## src/rtl/ped_pkg.sv

```systemverilog
package ped_pkg;
   localparam int unsigned OFS_W = 12;
   localparam logic [OFS_W-1:0] OFS_MASK    = 12'h20C;
   localparam logic [OFS_W-1:0] OFS_UNBLOCK = 12'h210;
   localparam logic [OFS_W-1:0] OFS_BLOCK   = 12'h214;
   localparam logic [OFS_W-1:0] OFS_STATUS  = 12'h218;
   localparam logic [OFS_W-1:0] OFS_TYPE    = 12'h21C;
   localparam logic [OFS_W-1:0] OFS_POL     = 12'h220;
   localparam logic [OFS_W-1:0] OFS_BOTH    = 12'h224;
endpackage

```

## src/rtl/ped_sync.sv

```systemverilog
module ped_sync #(
   parameter int unsigned NUM_PINS    = 32,
   parameter int unsigned SYNC_STAGES = 2
) (
   input  logic                clk,
   input  logic                rst_n,
   input  logic [NUM_PINS-1:0] pins_i,
   output logic [NUM_PINS-1:0] sync_o
);
   logic [NUM_PINS-1:0] chain_q [SYNC_STAGES];

   always_ff @(posedge clk or negedge rst_n) begin
      if (!rst_n) begin
         for (int s = 0; s < SYNC_STAGES; s++) chain_q[s] <= '0;
      end else begin
         chain_q[0] <= pins_i;
         for (int s = 1; s < SYNC_STAGES; s++) chain_q[s] <= chain_q[s-1];
      end
   end

   assign sync_o = chain_q[SYNC_STAGES-1];
endmodule

```

## src/rtl/ped_sense.sv

```systemverilog
module ped_sense #(
   parameter int unsigned NUM_PINS = 32
) (
   input  logic                clk,
   input  logic                rst_n,
   input  logic [NUM_PINS-1:0] sync_i,
   input  logic [NUM_PINS-1:0] type_i,
   input  logic [NUM_PINS-1:0] pol_i,
   input  logic [NUM_PINS-1:0] both_i,
   output logic [NUM_PINS-1:0] prev_o,
   output logic [NUM_PINS-1:0] event_o
);
   logic [NUM_PINS-1:0] prev_q;

   always_ff @(posedge clk or negedge rst_n) begin
      if (!rst_n) prev_q <= '0;
      else        prev_q <= sync_i;
   end

   for (genvar p = 0; p < NUM_PINS; p++) begin : g_pin
      logic rise, fall, edge_hit, lvl_hit;
      always_comb begin
         rise     = sync_i[p] & ~prev_q[p];
         fall     = ~sync_i[p] & prev_q[p];
         edge_hit = both_i[p] ? (rise | fall) : (pol_i[p] ? rise : fall);
         lvl_hit  = pol_i[p] ? sync_i[p] : ~sync_i[p];
         event_o[p] = type_i[p] ? edge_hit : lvl_hit;
      end
   end

   assign prev_o = prev_q;
endmodule

```

## src/rtl/ped_regs.sv

```systemverilog
module ped_regs
   import ped_pkg::*;
#(
   parameter int unsigned NUM_PINS = 32,
   parameter int unsigned ADDR_W   = 12,
   parameter int unsigned DATA_W   = 32
) (
   input  logic                clk,
   input  logic                rst_n,
   input  logic                bus_wr,
   input  logic [ADDR_W-1:0]   bus_addr,
   input  logic [DATA_W-1:0]   bus_wdata,
   output logic [DATA_W-1:0]   bus_rdata,
   input  logic [NUM_PINS-1:0] event_i,
   output logic [NUM_PINS-1:0] type_o,
   output logic [NUM_PINS-1:0] pol_o,
   output logic [NUM_PINS-1:0] both_o,
   output logic [NUM_PINS-1:0] mask_o,
   output logic [NUM_PINS-1:0] status_o,
   output logic                irq_o
);
   logic [NUM_PINS-1:0] wbits;
   logic [NUM_PINS-1:0] type_q, pol_q, both_q, mask_q, status_q;
   logic [NUM_PINS-1:0] unblock_w, block_w, clear_w;

   function automatic logic hit(input logic [ADDR_W-1:0] a, input logic [OFS_W-1:0] ofs);
      return a == ADDR_W'(ofs);
   endfunction

   assign wbits     = bus_wdata[NUM_PINS-1:0];
   assign unblock_w = (bus_wr && hit(bus_addr, OFS_UNBLOCK)) ? wbits : '0;
   assign block_w   = (bus_wr && hit(bus_addr, OFS_BLOCK))   ? wbits : '0;
   assign clear_w   = (bus_wr && hit(bus_addr, OFS_STATUS))  ? wbits : '0;

   always_ff @(posedge clk or negedge rst_n) begin
      if (!rst_n) begin
         type_q   <= '0;
         pol_q    <= '0;
         both_q   <= '0;
         mask_q   <= '1;
         status_q <= '0;
      end else begin
         if (bus_wr && hit(bus_addr, OFS_TYPE)) type_q <= wbits;
         if (bus_wr && hit(bus_addr, OFS_POL))  pol_q  <= wbits;
         if (bus_wr && hit(bus_addr, OFS_BOTH)) both_q <= wbits;
         mask_q   <= (mask_q & ~unblock_w) | block_w;
         status_q <= (status_q & ~clear_w) | event_i;
      end
   end

   always_comb begin
      bus_rdata = '0;
      if      (hit(bus_addr, OFS_MASK))   bus_rdata = DATA_W'(mask_q);
      else if (hit(bus_addr, OFS_STATUS)) bus_rdata = DATA_W'(status_q);
      else if (hit(bus_addr, OFS_TYPE))   bus_rdata = DATA_W'(type_q);
      else if (hit(bus_addr, OFS_POL))    bus_rdata = DATA_W'(pol_q);
      else if (hit(bus_addr, OFS_BOTH))   bus_rdata = DATA_W'(both_q);
   end

   assign irq_o    = |(status_q & ~mask_q);
   assign type_o   = type_q;
   assign pol_o    = pol_q;
   assign both_o   = both_q;
   assign mask_o   = mask_q;
   assign status_o = status_q;
endmodule

```

## src/rtl/pin_event_detector.sv

```systemverilog
module pin_event_detector
   import ped_pkg::*;
#(
   parameter int unsigned NUM_PINS    = 32,
   parameter int unsigned SYNC_STAGES = 2,
   parameter int unsigned ADDR_W      = 12,
   parameter int unsigned DATA_W      = 32
) (
   input  logic                clk,
   input  logic                rst_n,
   input  logic [NUM_PINS-1:0] pins_i,
   input  logic                bus_wr,
   input  logic [ADDR_W-1:0]   bus_addr,
   input  logic [DATA_W-1:0]   bus_wdata,
   output logic [DATA_W-1:0]   bus_rdata,
   output logic                irq_o
);
   if (NUM_PINS < 1 || NUM_PINS > DATA_W) begin : g_bad_pins
      $error("NUM_PINS must lie between 1 and DATA_W");
   end
   if (SYNC_STAGES < 2) begin : g_bad_sync
      $error("SYNC_STAGES must be at least 2");
   end
   if (ADDR_W < OFS_W) begin : g_bad_addr
      $error("ADDR_W too narrow for the register offsets");
   end

   logic [NUM_PINS-1:0] sync_w, prev_w, event_w;
   logic [NUM_PINS-1:0] type_w, pol_w, both_w, mask_w, status_w;

   ped_sync #(.NUM_PINS(NUM_PINS), .SYNC_STAGES(SYNC_STAGES)) u_sync (
      .clk(clk), .rst_n(rst_n), .pins_i(pins_i), .sync_o(sync_w)
   );

   ped_sense #(.NUM_PINS(NUM_PINS)) u_sense (
      .clk(clk), .rst_n(rst_n), .sync_i(sync_w),
      .type_i(type_w), .pol_i(pol_w), .both_i(both_w),
      .prev_o(prev_w), .event_o(event_w)
   );

   ped_regs #(.NUM_PINS(NUM_PINS), .ADDR_W(ADDR_W), .DATA_W(DATA_W)) u_regs (
      .clk(clk), .rst_n(rst_n),
      .bus_wr(bus_wr), .bus_addr(bus_addr), .bus_wdata(bus_wdata),
      .bus_rdata(bus_rdata), .event_i(event_w),
      .type_o(type_w), .pol_o(pol_w), .both_o(both_w),
      .mask_o(mask_w), .status_o(status_w), .irq_o(irq_o)
   );
endmodule

```

## config.mk

```make
export PLATFORM = sky130hd
export DESIGN_NAME = pin_event_detector
export DESIGN_NICKNAME = d
export VERILOG_FILES = /design/src/rtl/ped_pkg.sv /design/src/rtl/ped_sync.sv /design/src/rtl/ped_sense.sv /design/src/rtl/ped_regs.sv /design/src/rtl/pin_event_detector.sv
export SDC_FILE = /design/constraint.sdc
export NUM_CORES = 1
export LEC_CHECK = 0
export CAP_MARGIN = 20
export CORE_ASPECT_RATIO = 1.4
export CORE_UTILIZATION = 30
export CTS_CLUSTER_SIZE = 30
export DETAILED_ROUTE_END_ITERATION = 12
export GPL_TIMING_DRIVEN = 0
export PLACE_DENSITY = 0.52
export SLEW_MARGIN = 20
export SYNTH_ARGS = -nofsm -noshare
export SYNTH_HDL_FRONTEND = slang
export SYNTH_SLANG_ARGS = --single-unit
```

## constraint.sdc

```tcl
create_clock -name clk -period 1.7 [get_ports clk]
set_input_delay 0.255 -clock clk [delete_from_list [all_inputs] [get_ports clk]]
set_output_delay 0.255 -clock clk [all_outputs]
set_load 0.01 [all_outputs]
```

==> impl_results.md, run 1 <==
- Startpoint types: register
- Max Fclk: between 400 and 500 MHz
- Post-synth EDFFs: 0
- Post-Syn Instances: 1067
- Setup slack at placement: -1.79 ns
- Sw Share: 0.240
- Logic gate share of total power: 0.079
- Largest net degree at the start of global routing: 86
- Min-delay src: pins_i[0]
- Vias: 9382
- Synth async-reset ratio: 1.00
- Reg area: around 6400 um^2
- Syn Area/Cell: 12.0 um^2
- Sequential share of power: 0.454
- Fin Clk Skew: 0.0236 ns
- Drt pass-1 iters: 5
- Clock Latency Late Sink: about 0.58 ns
- CTS max path bufs: 3
- Top-area cell type share of the netlist area: 0.438
- Inserted Clock Buffers: 29
- Crit end category: output pin
- Worst Setup Slack, final: -0.620 ns
- Commonest non-fill, non-tap cell in the layout: dfrtp_1
- Yosys warns: 0
- RSZ-0062 raised after global routing: yes
- Ant diodes: 0
- Die height: 246 um
- Wirelength per Cell: between 20 and 25 um
- Slew at the pin closest to its max-slew limit: 0.682 ns
- Peak supply drop: 0.737 mV
- Int Pwr: 10.6 mW
- Failing checks: negative setup slack
- Total of max-cap violations: 0
- Num rows: 89
- Final setup TNS: -18.85 ns
- R2r setup slk: approximately 0.19 ns
- Final min period: about 2.3 ns
- Worst hold path class: primary input to register
- Filler cells: 3979
- Critical path arrival: 2.06 ns
- Slew margin rel.: 0.545
- Number of nets in the layout: between 1k and 1.5k
- LEAKAGE: 8.12 nW
- Worst Path Required: 1.44 ns
- Hold_ws: 0.114 ns
- Crit Path Class: register to output pin
- Synth area leaders: dfrtp_1 (44%), mux2_2 (11%), dfstp_2 (6.6%)
- Clock Power Share: 0.467
- Synth Cell Area: approximately 13000 um^2
- Initial antenna violation count: 0
- Core Util, Final: 0.407
- DR vias/cell: between 5 and 6
- Count of cell types in the netlist: just over 40
- Slew Limit Fails: 0
- Core ar.: 42100 um^2
- Most frequent cells in the layout: dfrtp_1 (224), inv_1 (97), mux2_2 (96)
- Final setup viols: 82
- Drt total wl: slightly below 40 mm
- IO buf count: between 100 and 150
- Sw Pwr: 3.35 mW
- Die width: 177 um
- FF+latch count, synth: ~260
- Register area share after synthesis: 0.503
- CTS Sinks: 256
- GPL Wtd Cong: 0.818
- Layout cells sized above 1: 0.357
- Pwr Total: 13.9 mW
- Status: finished with violations
- Vias in the first global route: approximately 10k
- Total global routing track utilization: 0.185
- Syn Nets: 1210
- 1st-iter DRT viols: 539
- Predominant post-synthesis flop cell: dfrtp_1
- IO Pins: 112
- First-pass GRT wire length: 61.2 mm
- H-tree levels: 1
- CP Launch Point: u_regs.mask_o[28]$_DFF_PN1_
- Crit path max fanout: 4
- Clk pin slew, worst setup/hold paths: 0.06 ns
- Power per Cell Area: 813 nW/um^2
- Synth area leader: dfrtp_1
- DIE AREA: between 40000 and 50000 um^2
- Post-route ant nets: 0
- Crit share post-route: 1.36
- Starting Density: 0.304
- Hold Fails Final Rpt: 0
- Total gr overflow: 0
- DRC: 0
- CTS tree: done
- CTS root buf: clkbuf_16
- DPL Wire Length: 26.0 mm
- Area delta synth->final: 33.9%
- Multi-input gate area: 6390 um^2
- Crit Reg-Reg Startpoint: u_sync.sync_o[30]$_DFF_PN0_
[metrics by stage]
step / cell area [um^2] / cells
after global placement: 14800 / 1724
after floorplan: 13000 / 1067
after global routing: 17100 / 1826
after CTS: 17100 / 1823
final: 17100 / 1826
after detailed placement: 14900 / 1727
[path summary, 6_finish.rpt]
kind                                                  to  depth (start not counted)
setup reg to reg           u_regs.status_o[30]$_DFF_PN0_                          6
max in group asynchronous     u_regs.mask_o[5]$_DFF_PN1_                          4
setup / recovery                                   irq_o                          4
hold reg to reg              u_sync.sync_o[25]$_DFF_PN0_                          0
hold / removal              u_sync.chain_q[32]$_DFF_PN0_                          1
min in group asynchronous   u_sync.chain_q[54]$_DFF_PN0_                          2
[cell usage after synthesis, types with 33 or more instances]
cell,count
o211ai_1,61
inv_1,97
ha_1,64
dfrtp_1,224
a211oi_1,33
nand2_1,34
clkbuf_1,37
nor2_1,34
o22ai_1,48
mux2_2,127
[state kept, by name, indices dropped and copies added (netlist names)]
name / flops
u_regs.status_o: 32
u_sense.prev_o: 32
u_regs.type_o: 32
u_sync.chain_q: 32
u_regs.both_o: 32
u_sync.sync_o: 32
u_regs.mask_o: 32
u_regs.pol_o: 32
[worst max-delay path, cell delays in order, from the launching register on]
cell	delay (ns)
dfstp_2	0.58
o22ai_1	0.14
nor4_4	0.31
nand4_1	0.25
buf_2	0.21
[power groups by stage]
stage               Combinational [mW]  Clock [mW]  Sequential [mW]
floorplan                        0.394           0             6.41
global placement                 0.922           0             6.44
detailed placement               0.957           0             6.44
CTS                               1.10        6.71             6.33
global route                      1.21        6.96             6.35
finish                            1.10        6.51             6.33
[repair_timing]
| item | 4_1_cts | 5_1_grt |
|---|---|---|
| pin swaps | 93 | 9 |
| resized for setup | 395 | 15 |
| endpoints found under the setup margin | 191 | 136 |
| buffers inserted | 33 | 6 |
| hold buffers | 1 | 0 |
| hold endpoints to repair | 161 | 0 |
| cloned | 9 | 0 |
[cell type report]
class,count,area share
flip-flops and latches,256,0.376
multi-input cells,648,0.373
repair buffers,160,0.0891
clock buffers,42,0.0469
plain buffers,65,0.0439
well taps,546,0.0399
inverters,98,0.0215
clock inverters,11,0.0100
[cell families after synthesis]
kind of cell | count (synthesis) | synth area share
adder cells (fa/ha/maj) | 64 | 0.0625
AND/OR/NAND/NOR | 120 | 0.0449
multiplexers | 191 | 0.174
buffers and inverters | 163 | 0.0511
AO/OA/AOI/OAI | 241 | 0.142
XOR/XNOR | 32 | 0.0219
flip-flops | 256 | 0.503
[layer usage]
metal,up-vias,global-route usage,share of wire
li1,4276,-,-
met1,4749,0.238,0.42
met3,82,0.0272,0.052
met5,-,0,0
met2,275,0.309,0.49
met4,0,0.0720,0.034
(Power assumes the default switching activity.)
==> inputs of run 2 (changes only) <==
--- a/config.mk
+++ b/config.mk
@@ -7,11 +7,11 @@
 export LEC_CHECK = 0
 export CAP_MARGIN = 20
 export CORE_ASPECT_RATIO = 1.4
-export CORE_UTILIZATION = 30
+export CORE_UTILIZATION = 53
 export CTS_CLUSTER_SIZE = 30
 export DETAILED_ROUTE_END_ITERATION = 12
 export GPL_TIMING_DRIVEN = 0
-export PLACE_DENSITY = 0.52
+export PLACE_DENSITY = 0.8
 export SLEW_MARGIN = 20
 export SYNTH_ARGS = -nofsm -noshare
 export SYNTH_HDL_FRONTEND = slang
==> impl_results.md, run 2 (synthesized netlist as in run 1, its figures left out) <==
- Drt total wl: 36.8 mm
- Clk pin slew, worst setup/hold paths: ~0.07 ns
- Worst Setup Slack, final: -0.778 ns
- Fin cells: 1570
- Crit share post-route: 1.46
- Num rows: 66
- Layout cells sized above 1: 0.358
- Core Util, Final: 0.700
- Most frequent cells in the layout: dfrtp_1 (223), mux2_2 (107), inv_1 (95)
- CTS tree: done
- Worst hold path class: primary input to register
- CTS max path bufs: 3
- R2r setup slk: about 0.12 ns
- Crit path max fanout: 2
- Crit end category: output pin
- Startpoint types: register
- Core ar.: around 23000 um^2
- Hold_ws: between 0.15 and 0.2 ns
- H-tree levels: 1
- Placed Area: 14600 um^2
- Area delta synth->final: 28.3%
- # placed instances: 1487
- Inserted Clock Buffers: 25
- Largest net degree at the start of global routing: ~90
- Critical path arrival: 2.22 ns
- Initial antenna violation count: 1
- Slew at the pin closest to its max-slew limit: 0.674 ns
- Slew margin rel.: 0.550
- Total of max-cap violations: 0
- Total global routing track utilization: 0.299
- Endpoint, Worst Hold: u_sync.chain_q[60]$_DFF_PN0_
- Worst R2R Path Depth: 6
- Cell area after layout: 16400 um^2
- Starting Density: 0.546
- Commonest non-fill, non-tap cell in the layout: dfrtp_1
- RSZ-0062 raised after global routing: yes
- Reg-to-Reg End: u_regs.status_o[29]$_DFF_PN0_
- Status: finished with violations
- Die height: 186 um
- Vias in the first global route: 10.5k
- CP max-delay cell: dfstp_2
- Final min period: between 2 and 2.5 ns
- IO buf count: 111
- DIE AREA: between 20000 and 25000 um^2
- Fin Clk Skew: 0.0113 ns
- Crit Reg-Reg Startpoint: u_sync.sync_o[29]$_DFF_PN0_
- Number of nets in the layout: 1389
- Failing checks: negative setup slack
- Hold Fails Final Rpt: 0
- CTS root buf: clkbuf_16
- First-pass GRT wire length: 57.4 mm
- Clock Latency Late Sink: ~0.53 ns
- IO Pins: about 110
- Worst hold stages: 1
- DRC: 0
- DR vias/cell: 6.35
- GPL Wtd Cong: 0.959
- Die width: 133 um
- Crit Path Class: register to output pin
- Filler cells: approximately 1.6k
- 1st-iter DRT viols: 1053
- Drt pass-1 iters: 5
- CTS Sinks: 256
- Peak supply drop: 0.971 mV
- Final setup TNS: -16.42 ns
- Setup slack at placement: -1.62 ns
- Worst Path Required: 1.44 ns
- Slew Limit Fails: 0
- Min-delay src: pins_i[28]
- CP max stage delay: 0.60 ns
- Total gr overflow: 0
- Crit-path cells: o22ai_4 > nor4_4 > nand4_1 > buf_2
- DPL Wire Length: 22.7 mm
- Pwr Total: approximately 13 mW
- Wirelength per Cell: 23.4 um
- Post-route ant nets: 0
- LEAKAGE: 7.93 nW
- Power per Cell Area: 810 nW/um^2
- Vias: 9969
- Final setup viols: 85
- Max Fclk: 404 MHz
run 2: changes by cell type in the layout (fill, tap and decap cells not counted), sizes merged:
cell	previous run	this run
clkinvlp	2	1
dlygate4sd2	5	2
buf	108	106
diode	0	1
clkbuf	87	73
inv	99	97
clkdlybuf4s15	1	2
bufinv	4	5
clkinv	4	7
run 2: worst max path at each step:
stage          slack (ns)                            end  cells past startpoint                        start
5_1_grt             -0.79                          irq_o                      4   u_regs.mask_o[3]$_DFF_PN1_
2_1_floorplan       -0.14  u_regs.both_o[10]$_DFFE_PN0P_                      6                  bus_addr[8]
3_5_place_dp        -1.62                  bus_rdata[11]                      7                  bus_addr[4]
4_1_cts             -0.58                          irq_o                      4  u_regs.mask_o[23]$_DFF_PN1_
3_3_place_gp       -10.43   u_sync.chain_q[56]$_DFF_PN0_                      1                        rst_n
6_report            -0.78                          irq_o                      4  u_regs.mask_o[23]$_DFF_PN1_
run 2: layout make-up:
type | count | area, um^2 | share of cell area
plain buffers | 65 | 728 | 0.0443
clock buffers | 32 | 672 | 0.0409
clock inverters | 12 | 188 | 0.0114
multi-input cells | 648 | 6220 | 0.379
repair buffers | 152 | 1410 | 0.0859
diodes | 1 | 2.50 | 0.000152
well taps | 306 | 383 | 0.0233
inverters | 98 | 369 | 0.0225
flip-flops and latches | 256 | 6450 | 0.393
run 2: metal layers:
metal  track usage  vias to the layer above  wire [um]  share of wire
li1              -                     4250          -              -
met1         0.364                     4989      14000           0.38
met2         0.505                      554      17900           0.49
met3        0.0438                      176       2660          0.072
met4         0.178                        0       2260          0.061
met5             0                        -          0              0
run 2: what timing repair did:
action | in CTS | in global routing
gates cloned | 8 | 0
buffers inserted | 25 | 5
endpoints found under the hold margin | 48 | 0
pin swaps | 92 | 4
setup endpoints to repair | 189 | 101
gates resized for setup | 352 | 36
hold buffers | 1 | 0
run 2: worst max-delay path, delay by kind of cell (launching register included):
family / cells / cell delay [ns]
simple gates: 2 / 0.77
flops: 1 / 0.60
buf+inv: 1 / 0.22
compound gates: 1 / 0.09
run 2: power breakdown:
group	internal (mW)	total, mW	leakage [nW]	switching (mW)
clock	3.54	5.90	0.423	2.35
sequential	6.23	6.33	3.07	0.104
combinational	0.461	1.08	4.44	0.619
==> inputs of run 3 (changes only) <==
--- a/config.mk
+++ b/config.mk
@@ -5,12 +5,14 @@
 export SDC_FILE = /design/constraint.sdc
 export NUM_CORES = 1
 export LEC_CHECK = 0
+export ABC_CLOCK_PERIOD_IN_PS = 1700
 export CAP_MARGIN = 20
 export CORE_ASPECT_RATIO = 1.4
 export CORE_UTILIZATION = 53
 export CTS_CLUSTER_SIZE = 30
 export DETAILED_ROUTE_END_ITERATION = 12
 export GPL_TIMING_DRIVEN = 0
+export MAX_ROUTING_LAYER = met4
 export PLACE_DENSITY = 0.8
 export SLEW_MARGIN = 20
 export SYNTH_ARGS = -nofsm -noshare
==> impl_results.md, run 3 (synthesized netlist as in run 1, its figures left out) <==
- Crit end category: output pin
- Final setup viols: 97
- Min-delay src: pins_i[2]
- Area delta synth->final: 29.1%
- RSZ-0062 raised after global routing: yes
- DIE AREA: 24800 um^2
- Worst hold stages: 1
- LEAKAGE: 7.99 nW
- Worst Path Required: 1.44 ns
- Peak supply drop: 0.911 mV
- DRC: 0
- GRT met1 Usage: 0.355
- Startpoint types: register
- CTS Sinks: 256
- Crit Reg-Reg Startpoint: u_sync.sync_o[30]$_DFF_PN0_
- Layout cells sized above 1: 0.358
- Failing checks: negative setup slack
- GR Util met2: 0.503
- Post-route ant nets: 0
- Slew at the pin closest to its max-slew limit: around 0.63 ns
- Status: finished with violations
- Crit share post-route: 1.33
- Commonest non-fill, non-tap cell in the layout: dfrtp_1
- Drt pass-1 iters: 6
- Drt total wl: 36.8 mm
- Vias in the first global route: 10.5k
- DPL Wire Length: 22.5 mm
- First-pass GRT wire length: ~57 mm
- CTS tree: done
- IO buf count: 111
- Hold Fails Final Rpt: 0
- Core ar.: 23500 um^2
- Multi-input gate area: 6240 um^2
- Fin cells: ~1.6k
- H-tree levels: 1
- Crit Path Class: register to output pin
- M3 GR Usage: 0.0520
- DR vias/cell: 6.35
- Total of max-cap violations: 0
- # placed instances: 1486
- Final min period: 2.27 ns
- Total gr overflow: 0
- Slew Limit Fails: 0
- Filler cells: 1636
- Reg area: 6450 um^2
- Vias: around 10k
- Clock Latency Late Sink: ~0.52 ns
- Crit path max fanout: 2
- Die height: 186 um
- IO Pins: 112
- Inserted Clock Buffers: 25
- Most frequent cells in the layout: dfrtp_1 (223), mux2_2 (106), inv_1 (97)
- Total global routing track utilization: 0.306
- Power per Cell Area: between 700 and 800 nW/um^2
- Largest net degree at the start of global routing: 101
- Die width: about 130 um
- CTS root buf: clkbuf_16
- 1st-iter DRT viols: 1194
- CTS max path bufs: 3
- Clk pin slew, worst setup/hold paths: ~0.070 ns
- GR peak layer: met2
- Fin Clk Skew: ~0.011 ns
- Slew margin rel.: 0.582
- Worst Setup Slack, final: -0.567 ns
- Wirelength per Cell: 23.4 um
- CP Launch Point: u_regs.mask_o[3]$_DFF_PN1_
- Max Fclk: 441 MHz
- Num rows: 66
- Initial antenna violation count: 1
- Starting Density: 0.546
- GPL Wtd Cong: 0.969
- Worst R2R Path Depth: 6
- Core Util, Final: 0.705
- Number of nets in the layout: ~1.4k
- Critical path arrival: 2.01 ns
- Worst hold path class: primary input to register
[run 3: changes by cell type in the layout (fill, tap and decap cells not counted), sizes merged]
cell / change
clkdlybuf4s18: +1
buf: +2
clkinv: -2
clkbuf: +6
bufinv: -2
clkinvlp: -1
[run 3: area by class of cell]
cell class / count / share of cell area
sequential: 256 / 0.390
multi-input combinational: 648 / 0.378
timing repair buffer: 156 / 0.0883
buffer: 65 / 0.0466
clock buffer: 37 / 0.0448
tap: 306 / 0.0232
inverter: 98 / 0.0223
clock inverter: 7 / 0.00659
antenna: 1 / 0.000151
[run 3: layer usage]
layer,part of all wire,up-vias
li1,-,4263
met1,0.38,5009
met2,0.49,553
met3,0.076,173
met4,0.061,0
met5,0,-
[run 3: critical path, cell delays in order, from the launching register on]
cell	delay, ns
dfstp_2	0.57
o22ai_2	0.09
nor4_4	0.39
nand4_1	0.23
buf_2	0.20
[run 3: what timing repair did]
item / in CTS / in global routing
cloned: 6 / 2
hold buffers: 1 / 0
hold endpoints to repair: 58 / 0
setup buffers: 29 / 5
resized for setup: 355 / 37
setup endpoints to repair: 190 / 99
pin swaps: 96 / 7
[run 3: worst paths after layout]
path	endpoint	slack, ns
setup / recovery	irq_o	-0.57
hold reg to reg	u_sync.sync_o[11]$_DFF_PN0_	0.34
min in group asynchronous	u_regs.pol_o[5]$_DFFE_PN0P_	0.29
max in group asynchronous	u_regs.mask_o[13]$_DFF_PN1_	0.49
hold / removal	u_sync.chain_q[34]$_DFF_PN0_	0.17
setup reg to reg	u_regs.status_o[30]$_DFF_PN0_	0.13
[run 3: metrics by stage]
| step | TNS [ns] | hold slack, ns | total power, mW | area, um^2 | setup slack [ns] |
|---|---|---|---|---|---|
| after detailed placement | -187.40 | 0.254 | 7.35 | 14500 | -1.64 |
| after CTS | -13.40 | 0.156 | 13.2 | 16300 | -0.556 |
| after global routing | -21.19 | 0.156 | 13.6 | 16500 | -0.586 |
| after global placement | -2738.81 | 0.331 | 7.31 | 14500 | -10.43 |
| after floorplan | -5.94 | -0.0406 | 6.80 | 13000 | -0.137 |
| final | -18.30 | 0.166 | 13.2 | 16500 | -0.567 |
[run 3: report_power, final]
part / internal [mW] / total (mW) / switching [mW] / leakage (nW)
clock: 3.45 / 5.78 / 2.33 / 0.420
sequential: 6.23 / 6.33 / 0.104 / 3.07
combinational: 0.466 / 1.08 / 0.617 / 4.50
total: 10.1 / 13.2 / 3.06 / 7.99
